## src/rtl/utf8enc_pkg.sv

```systemverilog
// Package: shared widths and Unicode range limits for the UTF-8 store encoder.
// Assumes 8-bit bytes and at most four bytes per encoded character.
package utf8enc_pkg;
    localparam int CP_W      = 32;              // width of a UTF-32 code point word
    localparam int MAX_BYTES = 4;               // longest UTF-8 sequence
    localparam int BYTES_W   = 8 * MAX_BYTES;   // packed output word
    localparam int LEN_W     = $clog2(MAX_BYTES + 1);

    // Upper bounds of each length class and of the surrogate gap.
    localparam logic [CP_W-1:0] LIM_ONE   = 32'h0000_007F;
    localparam logic [CP_W-1:0] LIM_TWO   = 32'h0000_07FF;
    localparam logic [CP_W-1:0] LIM_THREE = 32'h0000_FFFF;
    localparam logic [CP_W-1:0] LIM_FOUR  = 32'h0010_FFFF;
    localparam logic [CP_W-1:0] SUR_LO    = 32'h0000_D800;
    localparam logic [CP_W-1:0] SUR_HI    = 32'h0000_DFFF;

    // Classification result for one code point.
    typedef struct packed {
        logic             bad;
        logic [LEN_W-1:0] len;
    } cp_class_t;
endpackage

```

## src/rtl/utf8_cp_classify.sv

```systemverilog
// Module: decides how many UTF-8 bytes a code point needs, or flags it as
// not a Unicode scalar value. Purely combinational; assumes nothing about
// the input range (any 32-bit value is accepted).
module utf8_cp_classify
    import utf8enc_pkg::*;
(
    input  logic [CP_W-1:0] cp_i,
    output cp_class_t       cls_o
);
    logic in_gap;
    logic too_big;

    // Out-of-range detection: surrogate gap and beyond the last plane.
    always_comb begin
        in_gap  = (cp_i >= SUR_LO) && (cp_i <= SUR_HI);
        too_big = (cp_i > LIM_FOUR);
    end

    // Length selection; an illegal value gets length zero.
    always_comb begin
        cls_o.bad = in_gap || too_big;
        if (cls_o.bad)             cls_o.len = LEN_W'(0);
        else if (cp_i <= LIM_ONE)  cls_o.len = LEN_W'(1);
        else if (cp_i <= LIM_TWO)  cls_o.len = LEN_W'(2);
        else if (cp_i <= LIM_THREE) cls_o.len = LEN_W'(3);
        else                       cls_o.len = LEN_W'(4);
    end
endmodule

```

## src/rtl/utf8_byte_pack.sv

```systemverilog
// Module: builds the packed UTF-8 byte word from a code point and its length.
// Lane k holds the k-th byte of the sequence; lanes at or above the length,
// and all lanes of an illegal value, are zero. Assumes len_i came from
// utf8_cp_classify for the same cp_i.
module utf8_byte_pack
    import utf8enc_pkg::*;
(
    input  logic [CP_W-1:0]    cp_i,
    input  logic [LEN_W-1:0]   len_i,
    input  logic               bad_i,
    output logic [BYTES_W-1:0] bytes_o
);
    localparam int SH_W = 5;   // holds 6*(MAX_BYTES-1) = 18

    logic [7:0] lead_prefix;
    logic [7:0] lead_keep;

    // Lead byte framing: prefix has len ones at the top, payload is below a zero.
    always_comb begin
        lead_prefix = ~(8'hFF >> len_i);
        lead_keep   = 8'hFF >> (len_i + LEN_W'(1));
    end

    for (genvar k = 0; k < MAX_BYTES; k++) begin : g_lane
        logic [SH_W-1:0] shamt;
        logic [CP_W-1:0] shifted;
        logic [7:0]      lane;

        // Shift so this lane's 6 payload bits land at the bottom.
        always_comb begin
            if (int'(len_i) > k)
                shamt = SH_W'(6 * (int'(len_i) - 1 - k));
            else
                shamt = '0;
            shifted = cp_i >> shamt;
        end

        // Form the byte for this lane: plain, lead or continuation.
        always_comb begin
            lane = 8'h00;
            if (!bad_i && (int'(len_i) > k)) begin
                if (k == 0 && len_i == LEN_W'(1))
                    lane = cp_i[7:0];
                else if (k == 0)
                    lane = lead_prefix | (shifted[7:0] & lead_keep);
                else
                    lane = {2'b10, shifted[5:0]};
            end
        end

        assign bytes_o[8*k +: 8] = lane;
    end
endmodule

```

## src/rtl/utf8_lane_mask.sv

```systemverilog
// Module: turns a byte count into a byte-enable mask with the low `count`
// bits set. Assumes len_i never exceeds MAX_BYTES.
module utf8_lane_mask
    import utf8enc_pkg::*;
(
    input  logic [LEN_W-1:0]     len_i,
    output logic [MAX_BYTES-1:0] be_o
);
    for (genvar k = 0; k < MAX_BYTES; k++) begin : g_bit
        // Lane k is written when it lies below the length.
        assign be_o[k] = (int'(len_i) > k);
    end
endmodule

```

## src/rtl/utf8_store_encoder.sv

```systemverilog
// Module: top of the UTF-32 to UTF-8 encoder. Classifies the code point,
// packs its bytes, derives the store mask and registers everything once,
// giving one cycle of latency and one result per cycle. Outputs are zero
// whenever no result is present. Synchronous active-low reset.
module utf8_store_encoder
    import utf8enc_pkg::*;
(
    input  logic                 clk,
    input  logic                 rst_n,
    input  logic                 cp_valid_i,
    input  logic [CP_W-1:0]      cp_i,
    output logic                 out_valid_o,
    output logic [BYTES_W-1:0]   out_bytes_o,
    output logic [LEN_W-1:0]     out_len_o,
    output logic [MAX_BYTES-1:0] out_be_o,
    output logic                 out_err_o
);
    cp_class_t            cls;
    logic [BYTES_W-1:0]   bytes_d;
    logic [MAX_BYTES-1:0] be_d;

    utf8_cp_classify u_classify (
        .cp_i  (cp_i),
        .cls_o (cls)
    );

    utf8_byte_pack u_pack (
        .cp_i    (cp_i),
        .len_i   (cls.len),
        .bad_i   (cls.bad),
        .bytes_o (bytes_d)
    );

    utf8_lane_mask u_mask (
        .len_i (cls.len),
        .be_o  (be_d)
    );

    // Output stage: capture a result when valid, otherwise clear.
    always_ff @(posedge clk) begin
        if (!rst_n) begin
            out_valid_o <= 1'b0;
            out_bytes_o <= '0;
            out_len_o   <= '0;
            out_be_o    <= '0;
            out_err_o   <= 1'b0;
        end else begin
            out_valid_o <= cp_valid_i;
            if (cp_valid_i) begin
                out_bytes_o <= bytes_d;
                out_len_o   <= cls.len;
                out_be_o    <= be_d;
                out_err_o   <= cls.bad;
            end else begin
                out_bytes_o <= '0;
                out_len_o   <= '0;
                out_be_o    <= '0;
                out_err_o   <= 1'b0;
            end
        end
    end

    AST_VALID_FOLLOWS: assert property (@(posedge clk) disable iff (!rst_n)
        cp_valid_i |=> out_valid_o);
    AST_IDLE_FOLLOWS: assert property (@(posedge clk) disable iff (!rst_n)
        !cp_valid_i |=> !out_valid_o);
    AST_IDLE_QUIET: assert property (@(posedge clk) disable iff (!rst_n)
        !out_valid_o |-> (out_bytes_o == '0 && out_len_o == '0 && out_be_o == '0 && !out_err_o));
    AST_LEN_RANGE: assert property (@(posedge clk) disable iff (!rst_n)
        (out_valid_o && !out_err_o) |-> (out_len_o >= LEN_W'(1) && out_len_o <= LEN_W'(MAX_BYTES)));
    AST_ASCII_TOP_CLEAR: assert property (@(posedge clk) disable iff (!rst_n)
        (out_valid_o && out_len_o == LEN_W'(1)) |-> !out_bytes_o[7]);
    AST_UPPER_ZERO: assert property (@(posedge clk) disable iff (!rst_n)
        (out_valid_o && out_len_o == LEN_W'(2)) |-> (out_bytes_o[BYTES_W-1:16] == '0));
    AST_MASK_MATCHES_LEN: assert property (@(posedge clk) disable iff (!rst_n)
        out_valid_o |-> ($countones(out_be_o) == int'(out_len_o) && out_be_o[0] == (out_len_o != '0)));
    AST_ERR_EMPTY: assert property (@(posedge clk) disable iff (!rst_n)
        out_err_o |-> (out_len_o == '0 && out_be_o == '0 && out_bytes_o == '0));
    AST_CONT_MARKER: assert property (@(posedge clk) disable iff (!rst_n)
        (out_valid_o && out_len_o == LEN_W'(4)) |-> (out_bytes_o[31:30] == 2'b10 && out_bytes_o[7:3] == 5'b11110));
endmodule

```

## config.mk

```make
export PLATFORM = sky130hd
export DESIGN_NAME = utf8_store_encoder
export DESIGN_NICKNAME = d
export VERILOG_FILES = /design/src/rtl/utf8enc_pkg.sv /design/src/rtl/utf8_cp_classify.sv /design/src/rtl/utf8_byte_pack.sv /design/src/rtl/utf8_lane_mask.sv /design/src/rtl/utf8_store_encoder.sv
export SDC_FILE = /design/constraint.sdc
export NUM_CORES = 1
export LEC_CHECK = 0
export BUFFER_PORTS_ARGS = -buffer_cell sky130_fd_sc_hd__clkbuf_2
export CORE_UTILIZATION = 56
export CTS_CLUSTER_DIAMETER = 100
export DETAILED_ROUTE_END_ITERATION = 10
export GPL_TIMING_DRIVEN = 0
export PLACE_DENSITY = 0.89
export SLEW_MARGIN = 20
export SYNTH_ARGS = -nofsm -noshare
export SYNTH_HDL_FRONTEND = slang
export SYNTH_SLANG_ARGS = --single-unit
export TNS_END_PERCENT = 5
```

## constraint.sdc

```tcl
create_clock -name clk -period 5.8 [get_ports clk]
set_input_delay 0.87 -clock clk [delete_from_list [all_inputs] [get_ports clk]]
set_output_delay 0.87 -clock clk [all_outputs]
set_load 0.02 [all_outputs]
```

==> metrics.yaml, run 1 <==
route:
  drt_first_pass_iters: 7
  drt-total-wl_um: 13600
  drt-initial-drc-count: 655
  ant_nets: 0
  wl_per_cell_um: 22.8
  vias: 4144
  drc: 0
  via_per_inst: 6.93
clock_network:
  numCtsBuffers: 5
  cts.sinks: 36
  cts_root_buffer: "clkbuf_8"
  clock_path_buffers: 2
  post-cts-setup-buffer-count: 0
  htreeDepth: 2
  clk_pin_slew_ns: 0.09
  cts_tree: "yes"
  hold_buffers: 0
placement:
  place.gp.congestion: 1.00
  port_buffers: 60
  postPlaceCellArea_um2: 3930
  hpwlAfterDp_um: 9730
  dp_cells: 590
floorplan:
  num_rows: 28
  chipHeight_um: 81.4
  core_area_um2: 5990
  die_w_um: 81.4
  die-area_um2: 6630
  design.portCount: 76
  initial_core_util: 0.589
synthesis:
  yosys.cell_types.count: 67
  synth_seq_cells: 36
  ys.flop_type: "dfxtp_1"
  synth-warning-count: 0
  synthArstFlopShare: 0
  synth_edf_count: 0
  synthCells: 453
  ys_seq_area_frac: 0.204
  syn_avg_cell_area_um2: 7.79
  synth_area_um2: 3530
critical_path:
  start_kind: "input port"
  crit_chain: "clkbuf_2 -> nor4_2 -> nand3_1 -> or4_1 -> buf_6 -> buf_2 -> ha_1 -> clkbuf_2 -> clkinv_2 -> xnor2_4 -> inv_2 -> fa_1 -> clkbuf_1 -> mux4_2 -> a22oi_1 -> nor2_1"
  path_class: "in2reg"
  crit_path_frequent_cell: "clkbuf_2"
  slowest_delay_ns: 0.58
  critPathTopFamily: "buffers and inverters"
  path_max_fanout: 13
  crit_arrival_ns: 5.74
  cp-end-kind: "register"
  critPathSlowestCell: "or4_1"
  worstPathRequired_ns: 5.98
  worst-path-buf-inv: 7
grt:
  grt_pass1_wl_um: 20600
  grt_use_total: 0.428
  grt_pass1_vias: 3809
  grt_max_degree: 14
  grt_antenna_before_repair: 0
  overflow: 0
finish:
  nets: 574
  layout-drive-gt1-share: 0.222
  syn_to_final_growth_pct: 15.6
  fin_cells: 598
  antennaDiodeCount: 0
  stdcell_area_um2: 4080
run:
  max_cap_violations: 0
run_status:
  status: "finished clean"
timing:
  rsz0062_at_grt: "false"
  slew_headroom: 0.352
  hold_viol_final: 0
  period_minus_slack_ns: 5.55
  worst_pin_slew_ns: 0.972
  setup_viol: 0
  fin_crit_sh: 0.958
  drv_slew: 0
  hold_slack_ns: 0.957
  clock.fmax_ghz: 0.180
power_and_ir_drop:
  power.density_nw_per_um2: 140
  ir_drop_uv: 95.4
  p_leak_nw: 1.76
  power.total_mw: 0.570
worst_hold_path:
  holdCritPathClass: "in2reg"
==> stage by stage <==
stage / util / setup TNS (ns) / setup slack (ns)
final: 0.681 / 0 / 0.246
after global routing: 0.681 / 0 / 0.0170
after CTS: 0.676 / 0 / 0.0695
after detailed placement: 0.656 / -3.68 / -0.777
after global placement: 0.656 / -2.95 / -0.703
after floorplan: - / 0 / 0.565
==> flip-flops by register name (all words and copies together), names as in the netlist <==
signal / flops
out_be_o: 3
out_bytes_o: 28
out_err_o: 1
out_len_o: 3
out_valid_o: 1
==> what timing repair did <==
item / CTS / global route
setup endpoints to repair: 6 / 3
hold endpoints to repair: 0 / 0
resized for setup: 3 / 3
==> cell families after synthesis <==
logic type | share of synthesized area
and+or+nand+nor | 0.215
AOI/OAI and AO/OA | 0.253
buffers and inverters | 0.0783
muxes | 0.165
DFF | 0.204
adders and majority gates | 0.0645
xor gates and xnor gates | 0.0195
other | 0.00106
==> report_power, final <==
group	leakage, nW	internal, mW	total, mW	switching, mW
Sequential	0.290	0.248	0.248	0.000152
Clock	0.0552	0.128	0.232	0.104
Combinational	1.41	0.0304	0.0901	0.0597
Total	1.76	0.406	0.570	0.164
==> synthesized netlist by cell type, drive strengths merged (8+ instances only) <==
library cell | number | share of area
a211oi | 12 | 0.030
a21oi | 23 | 0.033
a22oi | 9 | 0.019
buf | 14 | 0.026
clkbuf | 30 | 0.032
dfxtp | 36 | 0.20
ha | 15 | 0.053
inv | 16 | 0.019
mux2 | 10 | 0.032
mux2i | 29 | 0.082
mux4 | 8 | 0.051
nand2 | 57 | 0.061
nand3 | 16 | 0.024
nor2 | 36 | 0.038
nor3 | 11 | 0.018
o21ai | 20 | 0.029
o22ai | 11 | 0.019
==> cell usage in the layout (no fill, tap or decap), types with 3 or more instances in the layout <==
master,instances
nand3b_1,3
nor2_1,36
o211ai_1,6
o221ai_1,4
clkbuf_8,5
mux4_2,8
a22oi_1,9
or4_1,3
mux2_2,10
a311oi_1,4
o2111ai_1,5
o21ai_0,17
o22ai_1,11
ha_1,15
o21a_1,3
buf_2,4
nand4_1,4
nand3_1,15
inv_1,14
buf_1,3
conb_1,3
nor4_1,3
clkbuf_1,29
buf_4,5
dfxtp_1,36
a211oi_1,9
nand2_1,56
a211oi_2,3
a21o_1,7
clkbuf_2,62
xnor2_1,5
a31oi_1,7
nor3_1,9
a21oi_1,23
mux2i_1,29
and3_1,5
nor2b_1,6
and2_1,4
==> routing by layer <==
metal | up-vias | share of wire | global-route usage | routed length [um]
met2 | 373 | 0.43 | 0.654 | 5870
met1 | 1878 | 0.37 | 0.551 | 5080
met3 | 87 | 0.14 | 0.103 | 1930
li1 | 1806 | - | - | -
met5 | - | 0 | 0 | 0
met4 | 0 | 0.055 | 0.227 | 756
==> layout make-up <==
cell class / count / area [um2]
fillers: 519 / 1910
plain buffers: 44 / 206
multi-input cells: 358 / 2580
well taps: 75 / 93.8
flip-flops and latches: 36 / 721
clock inverters: 2 / 35.0
repair buffers: 60 / 300
clock buffers: 6 / 72.6
inverters: 17 / 72.6
==> worst paths after layout <==
check,from,end,slack (ns),depth (start not counted)
worst max-delay path,cp_i[23],out_bytes_o[28],0.25,16
worst min-delay path,cp_valid_i,out_len_o[1],0.96,3
No activity file was read; power rests on OpenSTA's default activity.
==> run 2: changes to the inputs <==
- CORE_UTILIZATION: 56 -> 57
- CTS_BUF_LIST: default -> sky130_fd_sc_hd__clkbuf_4 sky130_fd_sc_hd__clkbuf_8
- PLACE_DENSITY: 0.89 -> 0.9
==> run 2 against run 1 <==
Final cell count is the same. Wire length decreased by 1.0%. Hold slack better by 0.0045 ns. Core utilization down 0.19 points. Highest routed layer unchanged. Sequential cell count is the same. Final area shrank 0.86%. Largest cell class unchanged.
==> metrics.yaml, run 2 (synthesized netlist as in run 1, its figures left out) <==
run_status:
  status: "finished clean"
placement:
  port_buffers: 60
  hpwlAfterDp_um: 9830
  place.gp.congestion: 1.01
power_and_ir_drop:
  power.density_nw_per_um2: 130
  p_leak_nw: 1.75
  ir_drop_uv: 94.6
timing:
  period_minus_slack_ns: 5.49
  drv_slew: 0
  hold_viol_final: 0
  worst_pin_slew_ns: 0.902
  setup_viol: 0
  setup_tns_ns: 0
  clock.fmax_ghz: 0.182
  slew_headroom: 0.394
  rsz0062_at_grt: "false"
  fin_crit_sh: 0.947
grt:
  grt_max_degree: 14
  use_met3: 0.102
  grt_pass1_wl_um: 20400
  busiest_layer: "met2"
  grt_use_total: 0.425
  overflow: 0
  grt_pass1_vias: 3823
  grt_util_met1: 0.552
  grt_antenna_before_repair: 0
  grt_use_met2: 0.642
finish:
  largest_register_ffs: 28
  nets: 574
  layout_commonest_cell: "clkbuf_2"
  layout_common_cells: "clkbuf_2 (62), nand2_1 (56), nor2_1 (36), dfxtp_1 (36), mux2i_1 (29)"
  fillers: 532
  multi_input_area_um2: 2560
  syn_to_final_growth_pct: 14.6
  register_area_um2: 721
  antennaDiodeCount: 0
  regMostFlops: "out_bytes_o"
  final_util: 0.679
  reg_top3: "out_bytes_o (28), out_be_o (3), out_len_o (3)"
  layout-drive-gt1-share: 0.222
critical_path:
  crit_path_start: "cp_i[9]"
  path_max_fanout: 13
  cp-end-kind: "register"
  start_kind: "input port"
  worstPathRequired_ns: 5.99
  path_class: "in2reg"
  crit_arrival_ns: 5.69
floorplan:
  die_w_um: 80.7
  chipHeight_um: 80.7
  num_rows: 28
  die-area_um2: 6510
  core_area_um2: 5960
  initial_core_util: 0.593
  design.portCount: 76
clock_network:
  cts_tree: "yes"
  clk_pin_slew_ns: 0.09
  clock_path_buffers: 2
  cts.sinks: 36
  numCtsBuffers: 5
  post-cts-setup-buffer-count: 0
  htreeDepth: 2
  cts_root_buffer: "clkbuf_8"
route:
  drt-total-wl_um: 13500
  drt-initial-drc-count: 548
  wl_per_cell_um: 22.6
  drc: 0
  via_per_inst: 6.89
  ant_nets: 0
  drt_first_pass_iters: 6
  vias: 4123
run:
  max_cap_violations: 0
worst_hold_path:
  holdCritPathClass: "in2reg"
  holdPathStages: 3
  hold_end: "out_len_o[1]"
  min-delay-start: "cp_valid_i"
[run 2: cell count changes in the layout (fill, tap and decap cells not counted), sizes merged]
cell    previous run  this run
bufinv             1         0
clkinv             2         4
clkbuf            96        95
[run 2: worst max-delay path: stages]
cell      delay, ns
clkbuf_1       0.26
nor4_2         0.55
nor3b_1        0.13
or4_1          0.44
buf_6          0.17
buf_2          0.23
ha_1           0.37
clkbuf_2       0.29
clkinv_2       0.25
xnor2_4        0.35
inv_2          0.13
fa_1           0.49
clkbuf_1       0.32
mux4_2         0.56
a22oi_1        0.20
nor2_1         0.05
[run 2: layout make-up]
| cell class | count | area share |
|---|---|---|
| clock inverters | 3 | 0.00464 |
| multi-input cells | 358 | 0.634 |
| plain buffers | 44 | 0.0510 |
| repair buffers | 60 | 0.0742 |
| well taps | 75 | 0.0232 |
| flip-flops and latches | 36 | 0.178 |
| clock buffers | 5 | 0.0170 |
| inverters | 17 | 0.0179 |
[run 2: worst max-delay path by stage]
stage / end / slack (ns) / cells after the start
2_1_floorplan: out_bytes_o[24] / 0.56 / 16
3_3_place_gp: out_bytes_o[24] / -0.54 / 16
3_5_place_dp: out_bytes_o[24] / -0.65 / 16
4_1_cts: out_bytes_o[24] / 0.03 / 16
5_1_grt: out_bytes_o[28] / 0.01 / 16
6_report: out_bytes_o[24] / 0.31 / 16
[run 2: stage by stage]
stage               hold WS, ns  power, mW  setup slack (ns)  cells  area, um2
global route              0.962      0.536           0.00984    598       4050
detailed placement         1.27      0.337            -0.647    590       3940
finish                    0.962      0.527             0.305    598       4050
floorplan                  1.04      0.301             0.565    455       3540
global placement           1.25      0.336            -0.540    590       3930
CTS                       0.966      0.517            0.0263    598       4030
[run 2: routing by layer]
layer | up-vias | part of all wire
li1 | 1808 | -
met5 | - | 0
met1 | 1872 | 0.38
met2 | 376 | 0.43
met4 | 0 | 0.052
met3 | 67 | 0.14
[run 2: report_power, final]
| part | leakage, nW | internal (mW) | switching (mW) | total [mW] |
|---|---|---|---|---|
| Clock | 0.0479 | 0.0840 | 0.107 | 0.191 |
| Combinational | 1.41 | 0.0302 | 0.0580 | 0.0882 |
| Sequential | 0.290 | 0.248 | 0.000170 | 0.248 |
| Total | 1.75 | 0.362 | 0.165 | 0.527 |
[run 2: repair_timing]
action | 4_1_cts | 5_1_grt
hold buffers | 0 | 0
hold endpoints to repair | 0 | 0
endpoints found under the setup margin | 3 | 6
gates resized for setup | 2 | 3
==> run 3: changes to the inputs <==
- ABC_AREA: default -> 1
- CORE_MARGIN: default -> 4
- CORE_UTILIZATION: 57 -> 58
==> run 3 against run 2 <==
Core utilization is 0.85 points higher. Critical endpoint unchanged. Total power up 5.9%. Die area grew 22%. Combinational power rose by 15%. Sequential share of layout area is 1.4 points lower. Clock power up 9%. Sequential power hardly changed. Wire length increased by 5.8%. First-iteration DRC count fell by 17%. Highest routed layer unchanged.
==> metrics.yaml, run 3 <==
run_status:
  status: "finished clean"
synthesis:
  yosysMostFrequentCell: "nand2_1"
  ys_seq_area_frac: 0.188
  synth_area_um2: 3830
  synth-adder-area-share: 0.0594
  synthCells: 667
  synth_xor_area_frac: 0.00686
  synth_seq_cells: 36
  synthArstFlopShare: 0
  synth_edf_count: 0
  synthTopCellsByCount: "nand2_1 (206), nand3_1 (99), inv_1 (67)"
  synth_area_leader_cell: "nand2_1"
  synthTopCellsByArea: "nand2_1 (20%), dfxtp_1 (19%), nand3_1 (13%)"
  synth-simple-area-share: 0.459
  muxShareOfSynthArea: 0
  ys.flop_type: "dfxtp_1"
  synth-warning-count: 0
  syn_avg_cell_area_um2: 5.74
  synth_top_family_by_area: "simple AND/OR/NAND/NOR gates"
  yosys.cell_types.count: 42
  synth_compound_area_frac: 0.166
  synth_top_area_share: 0.202
floorplan:
  num_rows: 29
  die-area_um2: 7970
  design.portCount: 76
  chipHeight_um: 89.3
  core_area_um2: 6390
  die_w_um: 89.3
  initial_core_util: 0.600
clock_network:
  cts.sinks: 36
  htreeDepth: 2
  cts_tree: "yes"
  hold_buffers: 0
  clock_path_buffers: 2
  cts.repair.resized: 0
  clk_pin_slew_ns: 0.08
  post-cts-setup-buffer-count: 0
  numCtsBuffers: 5
  cts_root_buffer: "clkbuf_8"
timing:
  clock.fmax_ghz: 0.208
  fin_crit_sh: 0.831
  slew_headroom: 0.480
  period_minus_slack_ns: 4.82
  hold_slack_ns: 0.828
  drv_slew: 0
  hold_viol_final: 0
  rsz0062_at_grt: "false"
  setup_tns_ns: 0
  setup_viol: 0
  worst_pin_slew_ns: 0.774
grt:
  grt_use_total: 0.367
  grt_max_degree: 14
  grt_antenna_before_repair: 0
  overflow: 0
  grt_pass1_wl_um: 22400
  grt_pass1_vias: 4441
run:
  max_cap_violations: 0
power_and_ir_drop:
  p_leak_nw: 2.32
  power.density_nw_per_um2: 127
  ir_drop_uv: 113
  power.total_mw: 0.558
critical_path:
  critPathSlowestCell: "fa_1"
  worstPathRequired_ns: 6.03
  path_max_fanout: 13
  crit_arrival_ns: 5.05
  slowest_delay_ns: 0.51
  path_class: "in2reg"
  worst-path-buf-inv: 6
  start_kind: "input port"
  crit_chain: "clkbuf_2 -> inv_1 -> nand2_1 -> nor2_1 -> nor2_1 -> nor2_2 -> nand3_2 -> buf_6 -> buf_2 -> ha_1 -> buf_2 -> clkinv_1 -> nand2_1 -> nand2_2 -> fa_1 -> nor2_1 -> o221ai_1 -> nand2_1 -> nand2_1 -> a21oi_1"
  cp-end-kind: "register"
  crit_cells: 20
  crit_path_frequent_cell: "nand2_1"
  critPathTopFamily: "simple AND/OR/NAND/NOR gates"
finish:
  fillers: 628
  layout-drive-gt1-share: 0.176
  regMostFlops: "out_bytes_o"
  layout_common_cells: "nand2_1 (206), nand3_1 (99), clkbuf_2 (72), inv_1 (67), nor2_1 (63)"
  layout_commonest_cell: "nand2_1"
  syn_to_final_growth_pct: 14.6
  largest_register_ffs: 28
  nets: 800
  reg_top3: "out_bytes_o (28), out_be_o (3), out_len_o (3)"
  antennaDiodeCount: 0
placement:
  place.gp.congestion: 1.01
  hpwlAfterDp_um: 11000
  port_buffers: 72
route:
  drt-met1-wl_um: 5420
  drt-initial-drc-count: 456
  wl_per_cell_um: 17.3
  vias: 4927
  drt_first_pass_iters: 7
  drt-total-wl_um: 14300
  dr.max_layer_used: "met4"
  routed-wl-met2_um: 6290
  ant_nets: 0
  via_per_inst: 5.97
  drc: 0
  met3_length_um: 1810
worst_hold_path:
  holdPathStages: 3
  holdCritPathClass: "in2reg"
## run 3: stage by stage
| step | utilization | cell area [um2] | worst slack [ns] | std cells |
|---|---|---|---|---|
| floorplan | - | 3840 | 1.79 | 669 |
| global placement | 0.673 | 4300 | 0.860 | 818 |
| detailed placement | 0.673 | 4300 | 0.808 | 818 |
| CTS | 0.688 | 4390 | 1.08 | 825 |
| finish | 0.688 | 4390 | 0.981 | 825 |
| global route | 0.688 | 4390 | 0.697 | 825 |
## run 3: final cells by class
cell class              count  area, um2  area share
plain buffers              30        179      0.0407
clock buffers               7       96.3      0.0219
inverters                  74        278      0.0632
multi-input cells         529       2660       0.606
flip-flops and latches     36        721       0.164
well taps                  77       96.3      0.0219
repair buffers             72        360      0.0821
## run 3: layer usage
layer,GRT usage,vias up
met5,0,-
met4,0.181,0
met3,0.0691,78
met2,0.587,358
met1,0.469,2143
li1,-,2348
## run 3: power breakdown
part	switching (mW)	internal [mW]
sequential	0.000144	0.248
combinational	0.0691	0.0321
clock	0.103	0.106
## run 3: final timing paths
check | startpoint | slack [ns] | end
worst max-delay path | cp_i[8] | 0.98 | out_bytes_o[24]
worst min-delay path | cp_i[0] | 0.83 | out_bytes_o[0]
## run 3: kinds of logic after synthesis
logic type / count (synthesis)
and+or+nand+nor: 399
xor gates and xnor gates: 3
adders and majority gates: 17
buffers and inverters: 104
DFF: 36
other: 1
AOI/OAI and AO/OA: 107
